File: config.mk
export PLATFORM = sky130hd
export DESIGN_NAME = udma_rx_crc
export DESIGN_NICKNAME = d
export VERILOG_FILES = /design/src/rtl/udma_crc_pkg.sv /design/src/rtl/qual_cfg_reg.sv /design/src/rtl/qual_gate.sv /design/src/rtl/crc_accum.sv /design/src/rtl/udma_rx_crc.sv
export SDC_FILE = /design/constraint.sdc
export NUM_CORES = 1
export LEC_CHECK = 0
export BUFFER_PORTS_ARGS = -buffer_cell sky130_fd_sc_hd__buf_2
export CAP_MARGIN = 20
export CORE_MARGIN = 4
export CORE_UTILIZATION = 50
export CTS_CLUSTER_DIAMETER = 120
export DETAILED_ROUTE_END_ITERATION = 12
export PLACE_DENSITY = 0.82
export REMOVE_ABC_BUFFERS = 1
export SLEW_MARGIN = 0
export SYNTH_ARGS = -nofsm -noshare
export SYNTH_HDL_FRONTEND = slang
export SYNTH_HIERARCHICAL = 1
export SYNTH_SLANG_ARGS = --single-unit
File: constraint.sdc
create_clock -name clk -period 3.35 [get_ports clk]
set_clock_uncertainty 0.2 [all_clocks]
set_input_delay 0.1675 -clock clk [delete_from_list [all_inputs] [get_ports clk]]
set_output_delay 0.1675 -clock clk [all_outputs]
set_load 0.02 [all_outputs]
File: src/rtl/udma_crc_pkg.sv
// Package: shared sizes, the CRC seed and polynomial, and the one-word CRC step.
// Assumes MSB-first processing of a full data word per call.
package udma_crc_pkg;

    localparam int DATA_W   = 16;
    localparam int CRC_W    = 16;
    localparam int CTL_N    = 6;
    localparam int SEL_W    = 3;
    localparam int CFG_W    = 8;
    localparam logic [CRC_W-1:0] CRC_POLY = 16'h1021;
    localparam logic [CRC_W-1:0] CRC_SEED = 16'h4ABA;

    // Field positions inside the qualifier register
    localparam int EN_BIT  = 7;
    localparam int LVL_BIT = 3;

    typedef struct packed {
        logic             en;
        logic             lvl;
        logic [SEL_W-1:0] sel;
    } qual_cfg_t;

    // Fold one data word into the CRC, most significant bit first
    function automatic logic [CRC_W-1:0] crc_word_step(
        input logic [CRC_W-1:0]  crc_in,
        input logic [DATA_W-1:0] data
    );
        logic [CRC_W-1:0] c;
        logic             fb;
        c = crc_in;
        for (int i = DATA_W - 1; i >= 0; i--) begin
            fb = c[CRC_W-1] ^ data[i];
            c  = {c[CRC_W-2:0], 1'b0} ^ (fb ? CRC_POLY : '0);
        end
        return c;
    endfunction

endpackage

File: src/rtl/qual_cfg_reg.sv
// Module: qualifier configuration register.
// Holds the enable, the level and the pin selector. Reserved bits are not stored
// and read back as zero. Assumes a single register, so the port has no address.
module qual_cfg_reg
    import udma_crc_pkg::*;
(
    input  logic             clk,
    input  logic             rst_n,
    input  logic             we,
    input  logic [CFG_W-1:0] wdata,
    output logic [CFG_W-1:0] rdata,
    output qual_cfg_t        cfg
);

    qual_cfg_t cfg_q;

    // Store the writable fields; everything clears on reset
    always_ff @(posedge clk) begin
        if (!rst_n) begin
            cfg_q <= '0;
        end else if (we) begin
            cfg_q.en  <= wdata[EN_BIT];
            cfg_q.lvl <= wdata[LVL_BIT];
            cfg_q.sel <= wdata[SEL_W-1:0];
        end
    end

    // Assemble the readback word, with the reserved bits forced to zero
    always_comb begin
        rdata                = '0;
        rdata[EN_BIT]        = cfg_q.en;
        rdata[LVL_BIT]       = cfg_q.lvl;
        rdata[SEL_W-1:0]     = cfg_q.sel;
    end

    assign cfg = cfg_q;

endmodule

File: src/rtl/qual_gate.sv
// Module: update gate.
// Decides whether the current strobe updates the CRC. In plain mode the word must
// have been accepted. In qualified mode the selected control pin must equal the
// programmed level. Selector values with no pin never match.
module qual_gate
    import udma_crc_pkg::*;
(
    input  qual_cfg_t        cfg,
    input  logic             strobe,
    input  logic             fifo_accept,
    input  logic [CTL_N-1:0] ctl,
    output logic             upd
);

    localparam int SEL_N = 1 << SEL_W;

    logic [SEL_N-1:0] pin_match;

    // One match flag per selector value; values with no pin stay low
    genvar g;
    generate
        for (g = 0; g < SEL_N; g++) begin : g_sel
            if (g < CTL_N) begin : g_pin
                assign pin_match[g] = (ctl[g] == cfg.lvl);
            end else begin : g_none
                assign pin_match[g] = 1'b0;
            end
        end
    endgenerate

    // Pick the update condition for the active mode
    always_comb begin
        if (cfg.en) upd = strobe & pin_match[cfg.sel];
        else        upd = strobe & fifo_accept;
    end

endmodule

File: src/rtl/crc_accum.sv
// Module: CRC accumulator register.
// Loads the seed on a burst start, otherwise folds in the word when enabled.
// Assumes at most one update per clock.
module crc_accum
    import udma_crc_pkg::*;
(
    input  logic              clk,
    input  logic              rst_n,
    input  logic              load_seed,
    input  logic              upd,
    input  logic [DATA_W-1:0] data,
    output logic [CRC_W-1:0]  crc
);

    logic [CRC_W-1:0] crc_q;

    // Hold, reload or advance the CRC; the seed load wins over an update
    always_ff @(posedge clk) begin
        if (!rst_n)         crc_q <= CRC_SEED;
        else if (load_seed) crc_q <= CRC_SEED;
        else if (upd)       crc_q <= crc_word_step(crc_q, data);
    end

    assign crc = crc_q;

endmodule

File: src/rtl/udma_rx_crc.sv
// Module: top of the qualified receive CRC accumulator.
// Joins the configuration register, the update gate and the CRC register.
// Assumes strobe and burst_start are single-cycle pulses that are already synchronized.
module udma_rx_crc
    import udma_crc_pkg::*;
(
    input  logic                        clk,
    input  logic                        rst_n,
    input  logic                        burst_start,
    input  logic                        strobe,
    input  logic [udma_crc_pkg::DATA_W-1:0] word_in,
    input  logic                        fifo_accept,
    input  logic [udma_crc_pkg::CTL_N-1:0]  ctl,
    input  logic                        cfg_we,
    input  logic [udma_crc_pkg::CFG_W-1:0]  cfg_wdata,
    output logic [udma_crc_pkg::CFG_W-1:0]  cfg_rdata,
    output logic [udma_crc_pkg::CRC_W-1:0]  crc_out
);

    qual_cfg_t cfg;
    logic      upd;

    // Configuration register
    qual_cfg_reg u_cfg (
        .clk   (clk),
        .rst_n (rst_n),
        .we    (cfg_we),
        .wdata (cfg_wdata),
        .rdata (cfg_rdata),
        .cfg   (cfg)
    );

    // Update qualification
    qual_gate u_gate (
        .cfg         (cfg),
        .strobe      (strobe),
        .fifo_accept (fifo_accept),
        .ctl         (ctl),
        .upd         (upd)
    );

    // CRC register
    crc_accum u_crc (
        .clk       (clk),
        .rst_n     (rst_n),
        .load_seed (burst_start),
        .upd       (upd),
        .data      (word_in),
        .crc       (crc_out)
    );

endmodule

==> metrics.csv, run 1 <==
stage;metric;value;unit
worst_setup_path;slowest_delay;490;ps
global_route;grt_overflow;0;
worst_setup_path;cp.depth;7;
flow_run;drv_cap;0;
min_path;whs_path_depth;3;
timing;rsz0062_at_grt;false;
global_route;grt_pass1_vias;1241;
clocking;htree_levels;1;
synthesis;synth.area.top_cells;dfxtp_1, xnor2_1, xor2_1;
clocking;cts_buffers;3;
worst_setup_path;crit_family;compound AO/OA/AOI/OAI gates;
route;viasPerCell;4.987;
power_and_ir_drop;p_comb_share;58.2;%
route;remaining_drc_errors;0;
finish;fin_area;0.001876;sq mm
worst_setup_path;worstReg2RegStart;u_cfg/cfg[1];
route;wl_per_cell;13.47;um
synthesis;yosysTopAreaCellShare;27.65;%
clocking;cts_sinks;21;
worst_setup_path;required;3370;ps
timing;finalSetupViolCount;0;
synthesis;synthTopCellsByCount;xnor2_1, dfxtp_1, xor2_1, nand2_1, mux2i_1;
placed_design;dpl.cell_count;226;
power_and_ir_drop;powerDensity;544.1;mW/mm^2
die;core;0.002829;sq mm
worst_setup_path;worstPathCellList;mux2i_1 > xnor2_1 > or3_1 > a31oi_2 > buf_4 > a21oi_1 > a31o_2;
synthesis;async_flop_share;0;%
min_path;hold_path.startpoint;burst_start;
route;drt_pass1_iterations;4;
timing;final-hold-violation-count;0;
finish;area_growth;23.37;%
power_and_ir_drop;internal-power;0.6236;mW
die;die_w;63.14;um
die;std_cell_rows;19;
power_and_ir_drop;total_power;1.020;mW
placed_design;hpwl;2.527;mm
route;drt_iter0_drc;28;
power_and_ir_drop;p_seq_share;28.9;%
timing;fin_crit_sh;77.13;%
global_route;grt_pass1_wl;5.444;mm
clocking;cts-root-buf;clkbuf_4;
clocking;clkLatencyLatePin;320;ps
die;die_h;63.14;um
timing;tightest_slew;977.6;ps
die;die-area;0.003987;sq mm
synthesis;synthesis.area;0.001520;sq mm
power_and_ir_drop;ir_drop;0.3174;mV
worst_setup_path;crit_start;u_cfg/cfg[1];
finish;final_util;66.30;%
route;ant_nets;0;
timing;max_freq;0.3870;GHz
finish;layout-drive-gt1-share;36.06;%
die;ioPinCount;60;
synthesis;ys.flop_type;dfxtp_1;
timing;whs;49.84;ps
clocking;clk_path_buf_depth;2;
synthesis;yosysMostFrequentCell;xnor2_1;
synthesis;synth_cells;152;
power_and_ir_drop;switching_share;38.89;%
worst_setup_path;worstSetupEndpointType;flip-flop;
worst_setup_path;r2r_cells;7;
placed_design;gp_congestion;0.8654;
global_route;antenna_found_initial;0;
clocking;post_cts_buffers;0;
global_route;grt_max_degree;21;
timing;setup_ws;766.2;ps
power_and_ir_drop;clkPwrFrac;12.9;%
clocking;cts_tree;done;
power_and_ir_drop;p_leak;0.8723;nW
finish;fin_nets;245;
timing;drv_slew;0;
finish;layout.cells.non_filler;239;
route;wirelength;3.220;mm
worst_setup_path;r2r_setup_slack;770;ps
timing;setup_tns;0;ps
die;start_util;53.74;%
placed_design;port_buffers;53;
timing;relSlewSlack;34.69;%
placed_design;dp_slack;828.0;ps
finish;diodes;0;
worst_setup_path;crit_fanout;20;
run_status;outcome;complete, no violations;
synthesis;ys_ff_latch;21;
clocking;path_clk_slew;130;ps
global_route;gr-usage-all-layers;17.20;%
worst_setup_path;cp-start-kind;flip-flop;
timing;final.min_clock_period;2584;ps
worst_setup_path;path_class;flip-flop to flip-flop;
worst_setup_path;crit_buf_inv;1;
synthesis;yosysUniqueCellTypes;32;
synthesis;ys_warn_count;6;
synthesis;synth_area_leader_cell;dfxtp_1;
synthesis;synth_seq_area_share;27.65;%
min_path;min-delay-path-class;primary input to flip-flop;
power_and_ir_drop;p_switching;0.3969;mW
route;vias;1192;
placed_design;dpl_cell_area;0.001755;sq mm
synthesis;synth-edff-count;0;
worst_setup_path;worst_path_max_delay_cell;a31oi_2;
synthesis;syn_area_per_cell;10.00;sq um
worst_setup_path;crit_arrival;2600;ps
[layout make-up]
type | count | area [sq um]
clock inverter | 1 | 7.507
multi-input combinational | 119 | 1020
tap | 31 | 38.79
timing repair buffer | 63 | 362.8
clock buffer | 3 | 22.52
sequential | 21 | 420.4
fill | 234 | 953.4
inverter | 1 | 3.754
[final timing paths]
check / to
worst max-delay path: u_crc/crc[15]
worst min-delay path: u_crc/crc[11]
worst max register to register: u_crc/crc[15]
worst min register to register: u_crc/crc[0]
[power groups by stage]
stage	clock network, mW	logic [mW]	registers [mW]
4_1_cts	0.137	0.595	0.295
5_1_grt	0.148	0.647	0.300
2_1_floorplan	0	0.447	0.326
3_5_place_dp	0	0.583	0.301
6_report	0.132	0.594	0.295
3_3_place_gp	0	0.565	0.299
[placed cells by master (no fill, tap or decap), drive strengths merged, types with 5 or more instances in the layout]
| cell | synthesis | final |
|---|---|---|
| dfxtp | 21 | 21 |
| buf | 11 | 54 |
| a21oi | 6 | 6 |
| dlygate4sd3 | 0 | 9 |
| xnor3 | 5 | 5 |
| mux2i | 10 | 10 |
| o21ai | 8 | 8 |
| nand2 | 13 | 13 |
| xor2 | 14 | 14 |
| nor2 | 7 | 7 |
| xnor2 | 30 | 30 |
| nor2b | 7 | 7 |
[kinds of logic after synthesis]
logic type             count (synthesis)  share of synthesized area, %
AND/OR/NAND/NOR                       32                         9.878
AO/OA/AOI/OAI                         22                         8.724
multiplexers                          11                         7.325
other                                  1                        0.2467
buffers and inverters                 14                         6.172
XOR/XNOR                              51                         40.00
flip-flops                            21                         27.65
[registers in the layout, indices dropped and copies added, names as in the netlist]
register / flops
u_crc/crc: 16
u_cfg/cfg: 5
[worst register-to-register path, stage by stage (launching register included)]
cell	delay, ps
dfxtp_1	460
mux2i_1	280
xnor2_1	90
or3_1	320
a31oi_2	490
buf_4	330
a21oi_1	90
a31o_2	210
[per-layer routing]
layer / part of all wire, % / up-vias / global-route usage [%]
li1: - / 608 / -
met1: 44 / 546 / 21.41
met2: 50 / 33 / 29.12
met3: 4.9 / 5 / 3.375
met4: 1.4 / 0 / 6.612
met5: 0 / - / 0
[timing repair]
action,CTS,global route
endpoints found under the setup margin,0,0
resized for setup,0,0
hold buffers,9,0
hold endpoints to repair,5,0
Note: power is estimated with default switching activity, not from simulation.
==> inputs of run 2 (changes only) <==
--- a/config.mk
+++ b/config.mk
@@ -5,13 +5,14 @@
 export SDC_FILE = /design/constraint.sdc
 export NUM_CORES = 1
 export LEC_CHECK = 0
+export ABC_AREA = 1
 export BUFFER_PORTS_ARGS = -buffer_cell sky130_fd_sc_hd__buf_2
 export CAP_MARGIN = 20
 export CORE_MARGIN = 4
-export CORE_UTILIZATION = 50
+export CORE_UTILIZATION = 46
 export CTS_CLUSTER_DIAMETER = 120
 export DETAILED_ROUTE_END_ITERATION = 12
-export PLACE_DENSITY = 0.82
+export PLACE_DENSITY = 0.77
 export REMOVE_ABC_BUFFERS = 1
 export SLEW_MARGIN = 0
 export SYNTH_ARGS = -nofsm -noshare
==> constraint.sdc (replaced) <==
create_clock -name clk -period 2.3 [get_ports clk]
set_clock_uncertainty 0.2 [all_clocks]
set_input_delay 0.115 -clock clk [delete_from_list [all_inputs] [get_ports clk]]
set_output_delay 0.115 -clock clk [all_outputs]
set_load 0.02 [all_outputs]
==> run 2 against run 1 <==
  * Setup slack got worse by 510 ps
  * Hold slack improved by 150 ps
  * Highest routed layer unchanged
  * Final area up 16%
  * First-iteration DRC count grew 130%
  * Die area is 22% higher
  * Utilization is 6.9 points lower
  * Sequential share of layout area decreased by 3.1 points
==> metrics.csv, run 2 <==
stage;metric;value;unit;change
global_route;grt_pass1_vias;1643;;+32%
die;std_cell_rows;22;;+3
worst_setup_path;crit_top_cell;dlygate4sd3_1;;
worst_setup_path;worst_path_max_delay_cell;dlygate4sd3_1;;
route;drt_iter0_drc;64;;+130%
route;drt_pass1_iterations;4;;unchanged
timing;drv_slew;0;;unchanged
global_route;grt_max_degree;14;;-33%
synthesis;yosysMostFrequentCell;nand2_1;;
power_and_ir_drop;total_power;1.153;mW;+13%
power_and_ir_drop;p_leak;1.229;nW;+41%
finish;largest_reg_flops;16;;unchanged
clocking;post_cts_buffers;0;;unchanged
synthesis;synth.area.top_cells;dfxtp_1, nand2_1, inv_1;;
worst_setup_path;crit_arrival;1990;ps;-610 ps
clocking;holdBufCountCts;12;;+3
synthesis;synth_seq_area_share;24.02;%;-3.6 points
finish;layout-drive-gt1-share;28.40;%;-7.7 points
clocking;cts_tree;done;;
timing;fin_crit_sh;88.73;%;
timing;finalSetupViolCount;0;;unchanged
finish;final_common_cell;nand2_1;;
run_status;outcome;complete, no violations;;
route;ant_nets;0;;unchanged
route;remaining_drc_errors;0;;unchanged
synthesis;synthesis.area;0.001750;sq mm;+15%
synthesis;syn_area_per_cell;6.297;sq um;-37%
die;die_w;69.69;um;+10%
flow_run;drv_cap;0;;unchanged
route;viasPerCell;4.580;;-8.2%
power_and_ir_drop;powerDensity;530.5;mW/mm^2;-2.5%
die;die_h;69.69;um;+10%
route;vias;1768;;+48%
timing;final.min_clock_period;2041;ps;
worst_setup_path;crit_family;buffers and inverters;;
route;wl_per_cell;10.24;um;-24%
worst_setup_path;r2r_setup_slack;440;ps;-330 ps
die;core;0.003661;sq mm;+29%
power_and_ir_drop;ir_drop;0.3111;mV;-2.0%
placed_design;gp_congestion;0.8376;;-3.2%
synthesis;synthTopCellsByCount;nand2_1, inv_1, nand3_1, dfxtp_1, nor2_1;;
global_route;grt_pass1_wl;6.637;mm;+22%
clocking;cts_sinks;21;;unchanged
global_route;gr-usage-all-layers;16.20;%;-1.0 points
worst_setup_path;worstPathCellList;dlygate4sd3_1 > buf_2 > nand2_1 > dlygate4sd3_1 > nor2_1 > dlygate4sd3_1;;
synthesis;synth-edff-count;0;;unchanged
clocking;clkLatencyLatePin;260;ps;-60 ps
worst_setup_path;crit_buf_inv;4;;+3
placed_design;hpwl;2.936;mm;+16%
min_path;min-delay-path-class;primary input to flip-flop;;
die;die-area;0.004856;sq mm;+22%
die;start_util;47.81;%;-5.9 points
worst_setup_path;required;2250;ps;-1120 ps
finish;fill_cells;366;;+56%
route;wirelength;3.951;mm;+23%
worst_setup_path;slowest_delay;550;ps;+60 ps
synthesis;synth_cells;278;;+83%
finish;final_cell_mix;nand2_1, buf_2, inv_1;;
synthesis;synth_area_leader_cell;dfxtp_1;;
finish;area_growth;24.16;%;
global_route;antenna_found_initial;0;;unchanged
clocking;cts-root-buf;clkbuf_8;;
clocking;cts_resized;0;;unchanged
timing;final-hold-violation-count;0;;unchanged
synthesis;ys_warn_count;6;;unchanged
clocking;clk_path_buf_depth;2;;unchanged
synthesis;ys_ff_latch;21;;unchanged
worst_setup_path;path_class;primary input to flip-flop;;
timing;max_freq;0.4900;GHz;
clocking;path_clk_slew;80;ps;-50 ps
synthesis;yosysUniqueCellTypes;25;;-22%
synthesis;async_flop_share;0;%;unchanged
finish;fin_nets;375;;+53%
worst_setup_path;crit_fanout;6;;-70%
timing;rsz0062_at_grt;false;;
clocking;cts_buffers;3;;unchanged
worst_setup_path;cp-start-kind;primary input;;
placed_design;port_buffers;53;;unchanged
timing;setup_tns;0;ps;unchanged
die;ioPinCount;60;;unchanged
synthesis;ys.flop_type;dfxtp_1;;
clocking;htree_levels;1;;unchanged
synthesis;yosysTopAreaCellShare;24.02;%;-3.6 points
worst_setup_path;worstSetupEndpointType;flip-flop;;
global_route;grt_overflow;0;;unchanged
finish;diodes;0;;unchanged
## run 2: changes by cell type after synthesis, moves of 6 or more
| cell | change |
|---|---|
| a21oi_1 | +6 |
| inv_1 | +38 |
| mux2i_1 | -10 |
| nand2_1 | +71 |
| nand2_2 | +17 |
| nand3_1 | +22 |
| nor2_1 | +12 |
| nor2b_1 | -7 |
| xnor2_1 | -14 |
## run 2: kinds of logic after synthesis
kind of cell | count (synthesis) | synth area share (%)
AO/OA/AOI/OAI | 21 | 6.505
XOR/XNOR | 24 | 13.72
buffers and inverters | 57 | 14.65
flip-flops | 21 | 24.02
other | 1 | 0.2142
AND/OR/NAND/NOR | 154 | 40.89
## run 2: final timing paths
kind                 from            end  cells after the start
max                 rst_n   u_cfg/cfg[0]                      6
min           word_in[11]  u_crc/crc[11]                      6
max reg2reg  u_cfg/cfg[0]   u_crc/crc[5]                     11
min reg2reg  u_crc/crc[1]   u_crc/crc[1]                      2
## run 2: worst register-to-register path: stages, from the launching register on
cell	delay, ps
dfxtp_1	410
inv_2	70
nand2_1	70
nand3_2	60
nand2_1	60
nand2_1	40
nand3_1	60
nand2_1	70
a21oi_2	160
inv_1	250
a21oi_1	200
o21ai_1	90
## run 2: layer usage
layer	share of wire (%)	global-route usage, %	wire (um)
met1	45	18.70	1780
met2	50	30.19	1969
met3	4.9	2.609	194
met4	0.15	5.106	6
met5	0	0	0
## run 2: where the power goes
part	internal [mW]	total, mW	switching [mW]
sequential	0.384	0.406	0.0218
combinational	0.199	0.505	0.307
clock	0.121	0.242	0.121
total	0.703	1.15	0.450
## run 2: through the flow
step	utilization, %	std cells	worst slack (ps)	instance area [sq um]	hold slack (ps)
2_1_floorplan	-	267	48.97	1667	35.38
6_report	59.36	386	259.2	2173	202.7
3_5_place_dp	54.82	370	476.1	2007	185.6
3_3_place_gp	54.82	370	507.7	2007	186.1
4_1_cts	59.36	386	289.4	2173	208.4
5_1_grt	59.36	386	196.1	2173	253.4
## run 2: final cells by class
type                            instances  area, sq um  share of cell area [%]
Multi-Input combinational cell        202         1081                   49.74
Clock buffer                            3        41.29                   1.900
Tap cell                               48        60.06                   2.763
Timing Repair Buffer                   67        400.4                   18.42
Clock inverter                          1        5.005                  0.2303
Inverter                               44        165.2                   7.599
Sequential cell                        21        420.4                   19.34
==> inputs of run 3 (changes only) <==
--- a/config.mk
+++ b/config.mk
@@ -6,13 +6,12 @@
 export NUM_CORES = 1
 export LEC_CHECK = 0
 export ABC_AREA = 1
-export BUFFER_PORTS_ARGS = -buffer_cell sky130_fd_sc_hd__buf_2
 export CAP_MARGIN = 20
 export CORE_MARGIN = 4
-export CORE_UTILIZATION = 46
+export CORE_UTILIZATION = 50
 export CTS_CLUSTER_DIAMETER = 120
 export DETAILED_ROUTE_END_ITERATION = 12
-export PLACE_DENSITY = 0.77
+export DONT_BUFFER_PORTS = 1
 export REMOVE_ABC_BUFFERS = 1
 export SLEW_MARGIN = 0
 export SYNTH_ARGS = -nofsm -noshare
==> constraint.sdc (replaced) <==
create_clock -name clk -period 2.33 [get_ports clk]
set_clock_uncertainty 0.2 [all_clocks]
set_input_delay 0.1165 -clock clk [delete_from_list [all_inputs] [get_ports clk]]
set_output_delay 0.1165 -clock clk [all_outputs]
set_load 0.02 [all_outputs]
==> run 3 against run 2 <==
  * Critical path depth up 5
  * Total power down 11%
  * Non-clock buffer count shrank 56
  * Routed wire length down 6.5%
  * Global-route usage increased by 1.5 points
  * Via count fell by 15%
  * Sequential power rose by 5.9%
  * Utilization decreased by 4.1 points
  * Die area is 7.1% lower
  * Final area fell by 14%
  * Clock power fell by 24%
  * Hold slack got worse by 180 ps
  * Critical path type is now flip-flop to flip-flop
==> metrics.csv, run 3 (synthesis gave the netlist of run 2 again) <==
stage;metric;value;unit;change
power_and_ir_drop;internal-power;0.6034;mW;-14%
worst_setup_path;crit_fanout;13;;+7
global_route;grt_max_degree;20;;+6
power_and_ir_drop;p_switching;0.4250;mW;-5.5%
power_and_ir_drop;powerDensity;553.2;mW/mm^2;+4.3%
worst_setup_path;r2r_setup_slack;300;ps;-140 ps
finish;final_cell_mix;nand2_1, inv_1, nand3_1;;
timing;final.min_clock_period;2030;ps;
clocking;cts-root-buf;clkbuf_4;;
die;core;0.003363;sq mm;-8.1%
die;die-area;0.004512;sq mm;-7.1%
die;start_util;52.05;%;+4.2 points
min_path;min-delay-path-class;primary input to flip-flop;;
clocking;path_clk_slew;130;ps;+50 ps
clocking;cts_sinks;21;;unchanged
timing;final-hold-violation-count;0;;unchanged
timing;setup_tns;0;ps;unchanged
global_route;gr-usage-all-layers;17.75;%;+1.5 points
clocking;cts_buffers;3;;unchanged
run_status;outcome;complete, no violations;;
clocking;clk_path_buf_depth;2;;unchanged
clocking;cts_resized;0;;unchanged
route;wirelength;3.696;mm;-6.5%
power_and_ir_drop;p_seq_share;41.8;%;+6.6 points
route;vias;1499;;-15%
timing;max_freq;0.4925;GHz;
finish;final_util;55.28;%;-4.1 points
power_and_ir_drop;p_comb_share;40.4;%;-3.4 points
die;die_w;67.17;um;-3.6%
power_and_ir_drop;p_leak;0.9907;nW;-19%
finish;layout-drive-gt1-share;14.89;%;-14 points
finish;area_growth;6.219;%;
finish;diodes;0;;unchanged
worst_setup_path;required;2340;ps;+90 ps
timing;drv_slew;0;;unchanged
clocking;cts_tree;done;;
die;ioPinCount;60;;unchanged
route;drt_iter0_drc;71;;+11%
clocking;holdBufCountCts;10;;-2
power_and_ir_drop;clkPwrFrac;17.8;%;-3.2 points
global_route;grt_overflow;0;;unchanged
die;die_h;67.17;um;-3.6%
route;remaining_drc_errors;0;;unchanged
finish;fill_cells;355;;-3.0%
placed_design;port_buffers;0;;-100%
route;drt_pass1_iterations;4;;unchanged
global_route;antenna_found_initial;0;;unchanged
clocking;post_cts_buffers;0;;unchanged
finish;final_common_cell;nand2_1;;
placed_design;hpwl;2.793;mm;-4.9%
route;wl_per_cell;11.27;um;+10%
worst_setup_path;cp-start-kind;flip-flop;;
placed_design;gp_congestion;0.7911;;-5.6%
timing;rsz0062_at_grt;false;;
worst_setup_path;crit_arrival;2050;ps;+60 ps
flow_run;drv_cap;0;;unchanged
die;std_cell_rows;21;;-4.5%
timing;finalSetupViolCount;0;;unchanged
route;ant_nets;0;;unchanged
clocking;clkLatencyLatePin;310;ps;+50 ps
finish;fin_nets;319;;-15%
global_route;grt_pass1_vias;1394;;-15%
worst_setup_path;worstSetupEndpointType;flip-flop;;
power_and_ir_drop;ir_drop;0.2564;mV;-18%
route;viasPerCell;4.570;;-0.22%
global_route;grt_pass1_wl;6.127;mm;-7.7%
finish;largest_reg_flops;16;;unchanged
power_and_ir_drop;switching_share;41.33;%;+2.3 points
worst_setup_path;path_class;flip-flop to flip-flop;;
clocking;htree_levels;1;;unchanged
timing;fin_crit_sh;87.14;%;
-- run 3: changes by cell type in the layout (fill, tap and decap cells not counted), sizes merged --
cell / previous run / this run
buf: 55 / 1
dlygate4sd3: 12 / 10
-- run 3: final timing paths --
kind | startpoint | end | cells after the start
worst min register to register | u_cfg/cfg[2] | u_cfg/cfg[2] | 2
worst min-delay path | word_in[11] | u_crc/crc[11] | 6
worst max-delay path | u_cfg/cfg[0] | u_crc/crc[8] | 11
worst max register to register | u_cfg/cfg[0] | u_crc/crc[8] | 11
-- run 3: power groups by stage --
stage / Combinational [mW] / Sequential [mW] / Clock, mW
floorplan: 0.337 / 0.432 / 0
global placement: 0.397 / 0.438 / 0
detailed placement: 0.398 / 0.439 / 0
CTS: 0.417 / 0.431 / 0.198
global route: 0.480 / 0.434 / 0.209
finish: 0.416 / 0.430 / 0.183
-- run 3: worst max-delay path, cell delays in order (launching register included) --
cell     delay [ps]
dfxtp_1         560
inv_2            90
nand2_2          70
nand3_2          60
nand3_1         100
nand3_1          80
nand2_1         100
a21oi_2          70
inv_1           350
a21oi_1         120
nand2_1          90
inv_1            40
-- run 3: area by class of cell --
| class | count | area, sq um | share of cell area [%] |
|---|---|---|---|
| clock inverter | 1 | 5.005 | 0.2692 |
| multi-input combinational | 202 | 1081 | 58.14 |
| tap | 46 | 57.56 | 3.096 |
| timing repair buffer | 11 | 107.6 | 5.787 |
| sequential | 21 | 420.4 | 22.61 |
| inverter | 44 | 165.2 | 8.883 |
| clock buffer | 3 | 22.52 | 1.211 |
-- run 3: through the flow --
stage / total power, mW / hold WS (ps) / std cells / setup slack [ps] / instance area (sq um)
finish: 1.028 / 27.50 / 328 / 299.5 / 1859
CTS: 1.046 / 23.30 / 328 / 307.9 / 1859
floorplan: 0.7692 / 36.88 / 267 / 78.97 / 1667
global placement: 0.8350 / 42.69 / 314 / 346.9 / 1732
detailed placement: 0.8366 / 44.08 / 314 / 341.2 / 1732
global route: 1.124 / 88.27 / 328 / 48.02 / 1859
-- run 3: routing by layer --
layer | track usage (%) | up-vias | share of wire, % | wire length, um
li1 | - | 841 | - | -
met1 | 25.84 | 624 | 51 | 1873
met2 | 27.24 | 30 | 44 | 1608
met3 | 2.163 | 4 | 4.7 | 175
met4 | 5.316 | 0 | 1.0 | 38
met5 | 0 | - | 0 | 0
